### config.mk
export PLATFORM = sky130hd
export DESIGN_NAME = bidir_port_ctrl
export DESIGN_NICKNAME = d
export VERILOG_FILES = /design/src/rtl/bpc_pkg.sv /design/src/rtl/bpc_ctrl_regs.sv /design/src/rtl/bpc_out_path.sv /design/src/rtl/bpc_in_path.sv /design/src/rtl/bidir_port_ctrl.sv
export SDC_FILE = /design/constraint.sdc
export NUM_CORES = 1
export LEC_CHECK = 0
export ABC_AREA = 1
export CAP_MARGIN = 20
export CORE_ASPECT_RATIO = 1.2
export CORE_MARGIN = 4
export CORE_UTILIZATION = 34
export CTS_CLUSTER_SIZE = 10
export DETAILED_ROUTE_END_ITERATION = 16
export GPL_TIMING_DRIVEN = 0
export PLACE_DENSITY = 0.83
export REMOVE_ABC_BUFFERS = 1
export SLEW_MARGIN = 20
export SYNTH_ARGS = -nofsm -noshare
export SYNTH_HDL_FRONTEND = slang
export SYNTH_HIERARCHICAL = 1
export SYNTH_SLANG_ARGS = --single-unit
### constraint.sdc
create_clock -name clk -period 1.1 [get_ports clk]
set_input_delay 0.275 -clock clk [delete_from_list [all_inputs] [get_ports clk]]
set_output_delay 0.275 -clock clk [all_outputs]
set_load 0.02 [all_outputs]
### src/rtl/bpc_pkg.sv
package bpc_pkg;

    localparam int unsigned STATUS_W = 8;
    localparam logic [2:0]  SEL_OUT_EN = 3'd6;
    localparam logic [2:0]  SEL_IN_EN  = 3'd4;

    typedef struct packed {
        logic       is_mode;
        logic       bidir;
        logic [2:0] bit_sel;
        logic       bit_val;
    } ctl_word_t;

    typedef struct packed {
        logic obf_n;
        logic out_en;
        logic ibf;
        logic in_en;
        logic irq;
    } flag_set_t;

    function automatic ctl_word_t decode_ctl(input logic [7:0] w);
        ctl_word_t c;
        c.is_mode = w[7];
        c.bidir   = w[7] & w[6];
        c.bit_sel = w[3:1];
        c.bit_val = w[0];
        return c;
    endfunction

    function automatic logic [STATUS_W-1:0] pack_status(input flag_set_t f);
        return {f.obf_n, f.out_en, f.ibf, f.in_en, f.irq, 3'b000};
    endfunction

endpackage

### src/rtl/bpc_ctrl_regs.sv
module bpc_ctrl_regs
    import bpc_pkg::*;
(
    input  logic       clk,
    input  logic       rst,
    input  logic       ctrl_wr,
    input  logic [7:0] ctrl_data,
    output logic       mode_on,
    output logic       mode_clr,
    output logic       out_en,
    output logic       in_en
);

    ctl_word_t cw;

    always_comb begin
        cw       = decode_ctl(ctrl_data);
        mode_clr = ctrl_wr & cw.is_mode;
    end

    always_ff @(posedge clk) begin
        if (rst) begin
            mode_on <= 1'b0;
            out_en  <= 1'b0;
            in_en   <= 1'b0;
        end else if (ctrl_wr) begin
            if (cw.is_mode) begin
                mode_on <= cw.bidir;
                out_en  <= 1'b0;
                in_en   <= 1'b0;
            end else if (mode_on) begin
                if (cw.bit_sel == SEL_OUT_EN) out_en <= cw.bit_val;
                if (cw.bit_sel == SEL_IN_EN)  in_en  <= cw.bit_val;
            end
        end
    end


    mode_word_chk: assert property (@(posedge clk) disable iff (rst)
        (ctrl_wr && ctrl_data[7]) |=> (mode_on == $past(ctrl_data[6]) && !out_en && !in_en));


    bit_cmd_keep_chk: assert property (@(posedge clk) disable iff (rst)
        (ctrl_wr && !ctrl_data[7] && ctrl_data[3:1] != SEL_OUT_EN && ctrl_data[3:1] != SEL_IN_EN)
        |=> ($stable(out_en) && $stable(in_en)));

endmodule

### src/rtl/bpc_out_path.sv
module bpc_out_path #(
    parameter int unsigned DATA_W = 8
) (
    input  logic              clk,
    input  logic              rst,
    input  logic              mode_on,
    input  logic              mode_clr,
    input  logic              wr_port,
    input  logic [DATA_W-1:0] wdata,
    input  logic              ack_n,
    output logic              obf_n,
    output logic [DATA_W-1:0] out_latch
);

    always_ff @(posedge clk) begin
        if (rst) begin
            obf_n     <= 1'b1;
            out_latch <= '0;
        end else if (mode_clr) begin
            obf_n <= 1'b1;
        end else if (mode_on) begin
            if (wr_port) begin
                out_latch <= wdata;
                obf_n     <= 1'b0;
            end else if (!ack_n) begin
                obf_n <= 1'b1;
            end
        end
    end


    write_full_chk: assert property (@(posedge clk) disable iff (rst)
        (wr_port && mode_on && !mode_clr) |=> (!obf_n && out_latch == $past(wdata)));


    ack_empty_chk: assert property (@(posedge clk) disable iff (rst)
        (!ack_n && !wr_port && mode_on) |=> obf_n);


    idle_out_chk: assert property (@(posedge clk) disable iff (rst)
        (!mode_on) |=> obf_n);

endmodule

### src/rtl/bpc_in_path.sv
module bpc_in_path #(
    parameter int unsigned DATA_W = 8
) (
    input  logic              clk,
    input  logic              rst,
    input  logic              mode_on,
    input  logic              mode_clr,
    input  logic              stb_n,
    input  logic [DATA_W-1:0] bus_in,
    input  logic              rd_port,
    output logic              ibf,
    output logic [DATA_W-1:0] in_latch
);

    always_ff @(posedge clk) begin
        if (rst) begin
            ibf      <= 1'b0;
            in_latch <= '0;
        end else if (mode_clr) begin
            ibf <= 1'b0;
        end else if (mode_on && !stb_n) begin
            in_latch <= bus_in;
            ibf      <= 1'b1;
        end else if (rd_port) begin
            ibf <= 1'b0;
        end
    end


    strobe_full_chk: assert property (@(posedge clk) disable iff (rst)
        (!stb_n && mode_on && !mode_clr) |=> (ibf && in_latch == $past(bus_in)));


    read_empty_chk: assert property (@(posedge clk) disable iff (rst)
        (rd_port && stb_n) |=> !ibf);


    idle_in_chk: assert property (@(posedge clk) disable iff (rst)
        (!mode_on) |=> !ibf);

endmodule

### src/rtl/bidir_port_ctrl.sv
module bidir_port_ctrl
    import bpc_pkg::*;
#(
    parameter int unsigned DATA_W = 8
) (
    input  logic              clk,
    input  logic              rst,
    input  logic              ctrl_wr,
    input  logic [7:0]        ctrl_data,
    input  logic              wr_port,
    input  logic [DATA_W-1:0] wdata,
    input  logic              rd_port,
    output logic [DATA_W-1:0] port_rdata,
    output logic [7:0]        status,
    input  logic              ack_n,
    input  logic              stb_n,
    input  logic [DATA_W-1:0] bus_in,
    output logic [DATA_W-1:0] bus_out,
    output logic              bus_oe,
    output logic              obf_n,
    output logic              ibf,
    output logic              intr
);

    logic              mode_on, mode_clr, out_en, in_en;
    logic [DATA_W-1:0] out_latch, in_latch;
    flag_set_t         flags;

    bpc_ctrl_regs u_ctrl (
        .clk      (clk),
        .rst      (rst),
        .ctrl_wr  (ctrl_wr),
        .ctrl_data(ctrl_data),
        .mode_on  (mode_on),
        .mode_clr (mode_clr),
        .out_en   (out_en),
        .in_en    (in_en)
    );

    bpc_out_path #(.DATA_W(DATA_W)) u_out (
        .clk      (clk),
        .rst      (rst),
        .mode_on  (mode_on),
        .mode_clr (mode_clr),
        .wr_port  (wr_port),
        .wdata    (wdata),
        .ack_n    (ack_n),
        .obf_n    (obf_n),
        .out_latch(out_latch)
    );

    bpc_in_path #(.DATA_W(DATA_W)) u_in (
        .clk     (clk),
        .rst     (rst),
        .mode_on (mode_on),
        .mode_clr(mode_clr),
        .stb_n   (stb_n),
        .bus_in  (bus_in),
        .rd_port (rd_port),
        .ibf     (ibf),
        .in_latch(in_latch)
    );

    always_comb begin
        bus_oe     = mode_on & ~ack_n;
        bus_out    = out_latch;
        port_rdata = in_latch;
        intr       = mode_on & ((out_en & obf_n & ack_n) | (in_en & ibf & stb_n));
        flags      = '{obf_n: obf_n, out_en: out_en, ibf: ibf, in_en: in_en, irq: intr};
        status     = pack_status(flags);
    end


    irq_source_chk: assert property (@(posedge clk) disable iff (rst)
        intr |-> (mode_on && (out_en || in_en)));

endmodule

# --- Word-level counts from Yosys, hierarchy flattened ---
# Index checks and enable logic that the tools add are counted.
totals:
  ff_bits: 21
  output_inout_bits: 28
  wordCells: 44
classes:
  n_eq_ne: 3
  mux: 10
  bitwise: 11
  n_reduce_logical: 13
op_table:
  columns: ["cell", "n"]
  rows:
  - ["$mux 1", 10]
  - ["$reduce_and 3->1", 3]
  - ["$and 1x1->1", 8]
  - ["$reduce_bool 2->1", 4]
  - ["$eq 3x3->1 const B", 2]
  - ["$reduce_and 2->1", 3]
  - ["$ne 2x2->1 const B", 1]
  - ["$not 1->1", 2]
  - ["$reduce_or 2->1", 1]
  - ["$logic_and 1x1->1", 1]
  - ["$logic_not 1->1", 1]
  - ["$or 1x1->1", 1]

# --- Depth between registers and ports, before layout ---
depth:
  word_depth: 4
  mapped_depth: 8
  ltp_nobuf: 7

# --- Modules after synthesis ---
# The synthesis kept the hierarchy.
by_module_without_submodules:
  columns: ["mod", "instances", "cells_per_inst", "area_per_inst_um2", "seq_area_each_um2"]
  rows:
  - ["bpc_in_path", 1, 59, 395.4, 180.2]
  - ["bpc_out_path", 1, 59, 395.4, 180.2]
  - ["bpc_ctrl_regs", 1, 27, 167.7, 60.1]
  - ["bidir_port_ctrl", 1, 14, 86.3, 0.0]

# --- Least setup slack after synthesis ---
# OpenSTA, ideal clock, no wires.
synth_path:
  kind: "flip-flop to output port"
  start: "reg u_ctrl.mode_on"
  end: "out status[3]"
  arrival_time_ns: 1.216
  required_time_ns: 0.825
  path_slack_ns: -0.391
  path_stages_with_launch: 4
  path_buffers: 1
  cell_sequence: "dfxtp_1 inv_1 a21oi_1 buf_4"
synth_via:
  elab_chain_len: 1
synth_rtl:
  columns: ["item", "line", "rtl"]
  rows:
  - ["start: declaration", "bpc_ctrl_regs.sv:8", "output logic mode_on,"]
  - ["start signal: assignment", "bpc_ctrl_regs.sv:28", "mode_on <= cw.bidir;"]
  - ["$and 1x1->1", "bidir_port_ctrl.sv:68", "intr = mode_on & ((out_en & obf_n & ack_n) | (in_en & ibf & stb_n));"]
  - ["end: declaration", "bidir_port_ctrl.sv:14", "output logic [7:0] status,"]
# No other way between the ends.

# --- Final worst setup path ---
layout_path:
  start: "reg u_in.ibf"
  end: "out status[3]"
layout_via:
  elab_chain_len: 4
layout_rtl:
  columns: ["item", "line", "rtl"]
  rows:
  - ["start: declaration", "bpc_in_path.sv:11", "output logic ibf,"]
  - ["start signal: assignment", "bpc_in_path.sv:17", "ibf <= 1'b0;"]
  - ["start signal: assignment", "bpc_in_path.sv:20", "ibf <= 1'b0;"]
  - ["start signal: assignment", "bpc_in_path.sv:23", "ibf <= 1'b1;"]
  - ["$and 1x1->1 (2 in series)", "bidir_port_ctrl.sv:68", null]
  - ["$or 1x1->1", "bidir_port_ctrl.sv:68", null]
  - ["$and 1x1->1", "bidir_port_ctrl.sv:68", null]
# No other way between the ends.

==> results.yml <==
run_status:
  run_status: "finished, violations left"
  violations_in_the_final_reports: "setup timing"
power:
  power.leakage_nw: 0.849
  ir_worst_vdd_mv: 0.828
  total_power_mw: 1.59
  power.density_cell_area_mw_per_mm2: 929
setup_path:
  r2r_end: "u_ctrl/out_en"
  ff2ff_setup_slack_ns: 0.12
  worst_setup_path_startpoint: "u_in/ibf"
  cp_slowest_cell: "dfxtp_4"
  start_kind: "flop"
  r2r_cells: 6
  reg2reg_from: "u_ctrl/mode_on"
  cp.arrival_ns: 1.08
  critical-path-max-stage-delay_ns: 0.38
  path_delay_family: "flip-flops"
  setup.worst_path.end_class: "output port"
  cp_max_fo: 3
  cp_data_required_time_ns: 0.82
  worst-setup-path-type: "reg -> out"
  cell_chain_of_the_critical_path: "nand3_2, a21oi_2, buf_4"
  count_of_buffering_cells_on_the_critical_path_with_inverters_included: 1
detailed_routing:
  highest-signal-layer: "met4"
  number_of_nets_with_antenna_violations_after_detailed_routing: 0
  wl_met1_mm: 1.05
  route.met2.wl_mm: 1.37
  route.met3.wl_um: 236
  drt_drc_violations_left: 0
  drt-initial-drc-count: 32
  detail_route.vias_per_cell: 4.32
  totalWireLength_mm: 2.67
  dr.pass1.iters: 4
  wl_per_cell_um: 10.7
  detailed_route_via_count: 1076
layout:
  nets: 247
  syn2layout_area_growth_pct: 63.7
  commonest_non_fill_non_tap_cell_in_the_layout: "nor2_1"
  drive_above_1_share_pct: 34.0
  num-fill-cells: 259
  final_cell_mix: "nor2_1 (40), nand2_1 (37), inv_1 (26), clkdlybuf4s50_1 (24), buf_6 (22)"
  insertedDiodeCount: 0
global_route:
  largest_net_degree_at_the_start_of_global_routing: 17
  number_of_global_route_vias_before_repair: 932
  grt_pass1_wl_mm: 3.98
  track_usage_pct: 12.6
  antenna_found_initial: 0
  remaining_global_route_overflow: 0
cts:
  clockRootBuffer: "clkbuf_4"
  clk_pin_slew_worst_paths_ns: 0.12
  tritoncts_num_sinks: 21
  cts_buffers: 3
  cts-root-to-sink-buffers: 2
  cts_tree: "built"
  htree_num_levels: 1
  insertion_delay_ns: 0.30
floorplan:
  placementRows: 21
  design.portCount: 59
  fp.dieArea_mm2: 0.00403
  floorplan.die.height_um: 68.7
  start_util_pct: 36.5
  fp.coreArea_mm2: 0.00286
  die_x_um: 58.6
place:
  port_buffers: 53
  post-dp-hpwl_mm: 1.77
  place.gp.congestion: 0.720
yosys:
  yosysSeqAreaShare_pct: 40.2
  synthesis.area_per_instance_um2: 6.57
  synth_area_mm2: 0.00104
  yosysWarnings: 6
  synth.ff_latch_count: 21
  synth_cell_type_count: 15
  netlist_instances: 159
min_path:
  worst_hold_path_type: "in -> reg"
  worstHoldStart: "ctrl_wr"
  whs_path_depth: 4
  min_to: "u_ctrl/mode_on"
timing:
  fmaxAchievable_ghz: 0.740
  rsz0062_at_grt: "true"
  final_min_period_over_clock_period_pct: 123
  final_worst_slack_ns: -0.251
  final-max-slew-violation-count: 0
  final.setup.tns_ns: -1.06
  report.final.setup_viol: 9
  timing.final.hold_violations: 0
  finalCriticalPeriod_ns: 1.35
  finClkSkew_ns: 0.00327
run:
  max_cap_violation_count: 0
## layout make-up
type / instances / area (um2) / area share, %
clock inverter: 1 / 5.00 / 0.293
inverter: 29 / 111 / 6.51
tap: 34 / 42.5 / 2.49
sequential: 21 / 454 / 26.6
timing repair buffer: 58 / 583 / 34.1
clock buffer: 3 / 22.5 / 1.32
multi-input combinational: 103 / 492 / 28.7
## sequential cells by signal, indices dropped and copies added (netlist names)
| name | count |
|---|---|
| u_out/out_latch | 8 |
| u_in/ibf | 1 |
| u_ctrl/mode_on | 1 |
| u_ctrl/in_en | 1 |
| u_in/in_latch | 8 |
| u_out/obf_n | 1 |
| u_ctrl/out_en | 1 |
## worst max path at each step
stage / endpoint / slack [ns] / cells after the start
2_1_floorplan: intr / -0.52 / 2
3_3_place_gp: intr / -0.84 / 4
3_5_place_dp: status[3] / -0.85 / 4
4_1_cts: status[3] / -0.27 / 3
5_1_grt: status[3] / -0.33 / 3
6_report: status[3] / -0.25 / 3
## per-layer routing
layer,global-route usage (%),vias up
li1,-,567
met5,0,-
met2,23.7,37
met4,4.25,0
met1,13.5,470
met3,3.54,2
## Yosys cell counts (all sizes together)
master	count	area, um2
a22oi	1	7.51
o21ai	3	15.0
nand2	43	176
inv	29	109
conb	1	3.75
buf	10	82.6
nor2	42	160
dfxtp	21	420
a21oi	2	10.0
nand3	7	60.1
## per-stage QoR
step / util, % / setup WS [ns] / hold slack (ns) / instance area (um2) / cells
final: 59.7 / -0.251 / 0.504 / 1710 / 249
after CTS: 54.9 / -0.268 / 0.468 / 1570 / 246
after floorplan: - / -0.523 / 0.347 / 970 / 151
after global placement: 53.9 / -0.836 / 0.497 / 1540 / 238
after global routing: 59.7 / -0.326 / 0.507 / 1710 / 249
after detailed placement: 53.9 / -0.846 / 0.501 / 1540 / 238
## worst reg2reg max path, stage by stage, from the launching register on
cell and delay, ns:
dfxtp_4 0.38, buf_6 0.17, nand2_2 0.08, nand2_1 0.09
nand3_1 0.08, nand2_1 0.06, nor2_1 0.03
## report_power, final
| part | leakage (nW) | internal (mW) | total, mW | switching, mW |
|---|---|---|---|---|
| sequential | 0.180 | 0.794 | 0.817 | 0.0233 |
| combinational | 0.651 | 0.200 | 0.395 | 0.195 |
| clock | 0.0177 | 0.135 | 0.377 | 0.242 |
## cell families after synthesis
family	count (synthesis)	synth area share, %
buf+inv	39	18.3
other cells	1	0.359
compound gates	6	3.11
simple gates	92	38.0
flops	21	40.2
## what timing repair did
item                                    CTS  global route
endpoints found under the setup margin   41            34
endpoints found under the hold margin     0             0
gates cloned                              1             1
pin swaps                                 3             2
setup buffers                             3             4
gates resized for setup                 142            43
hold buffers                              0             0
(Power assumes the default switching activity.)
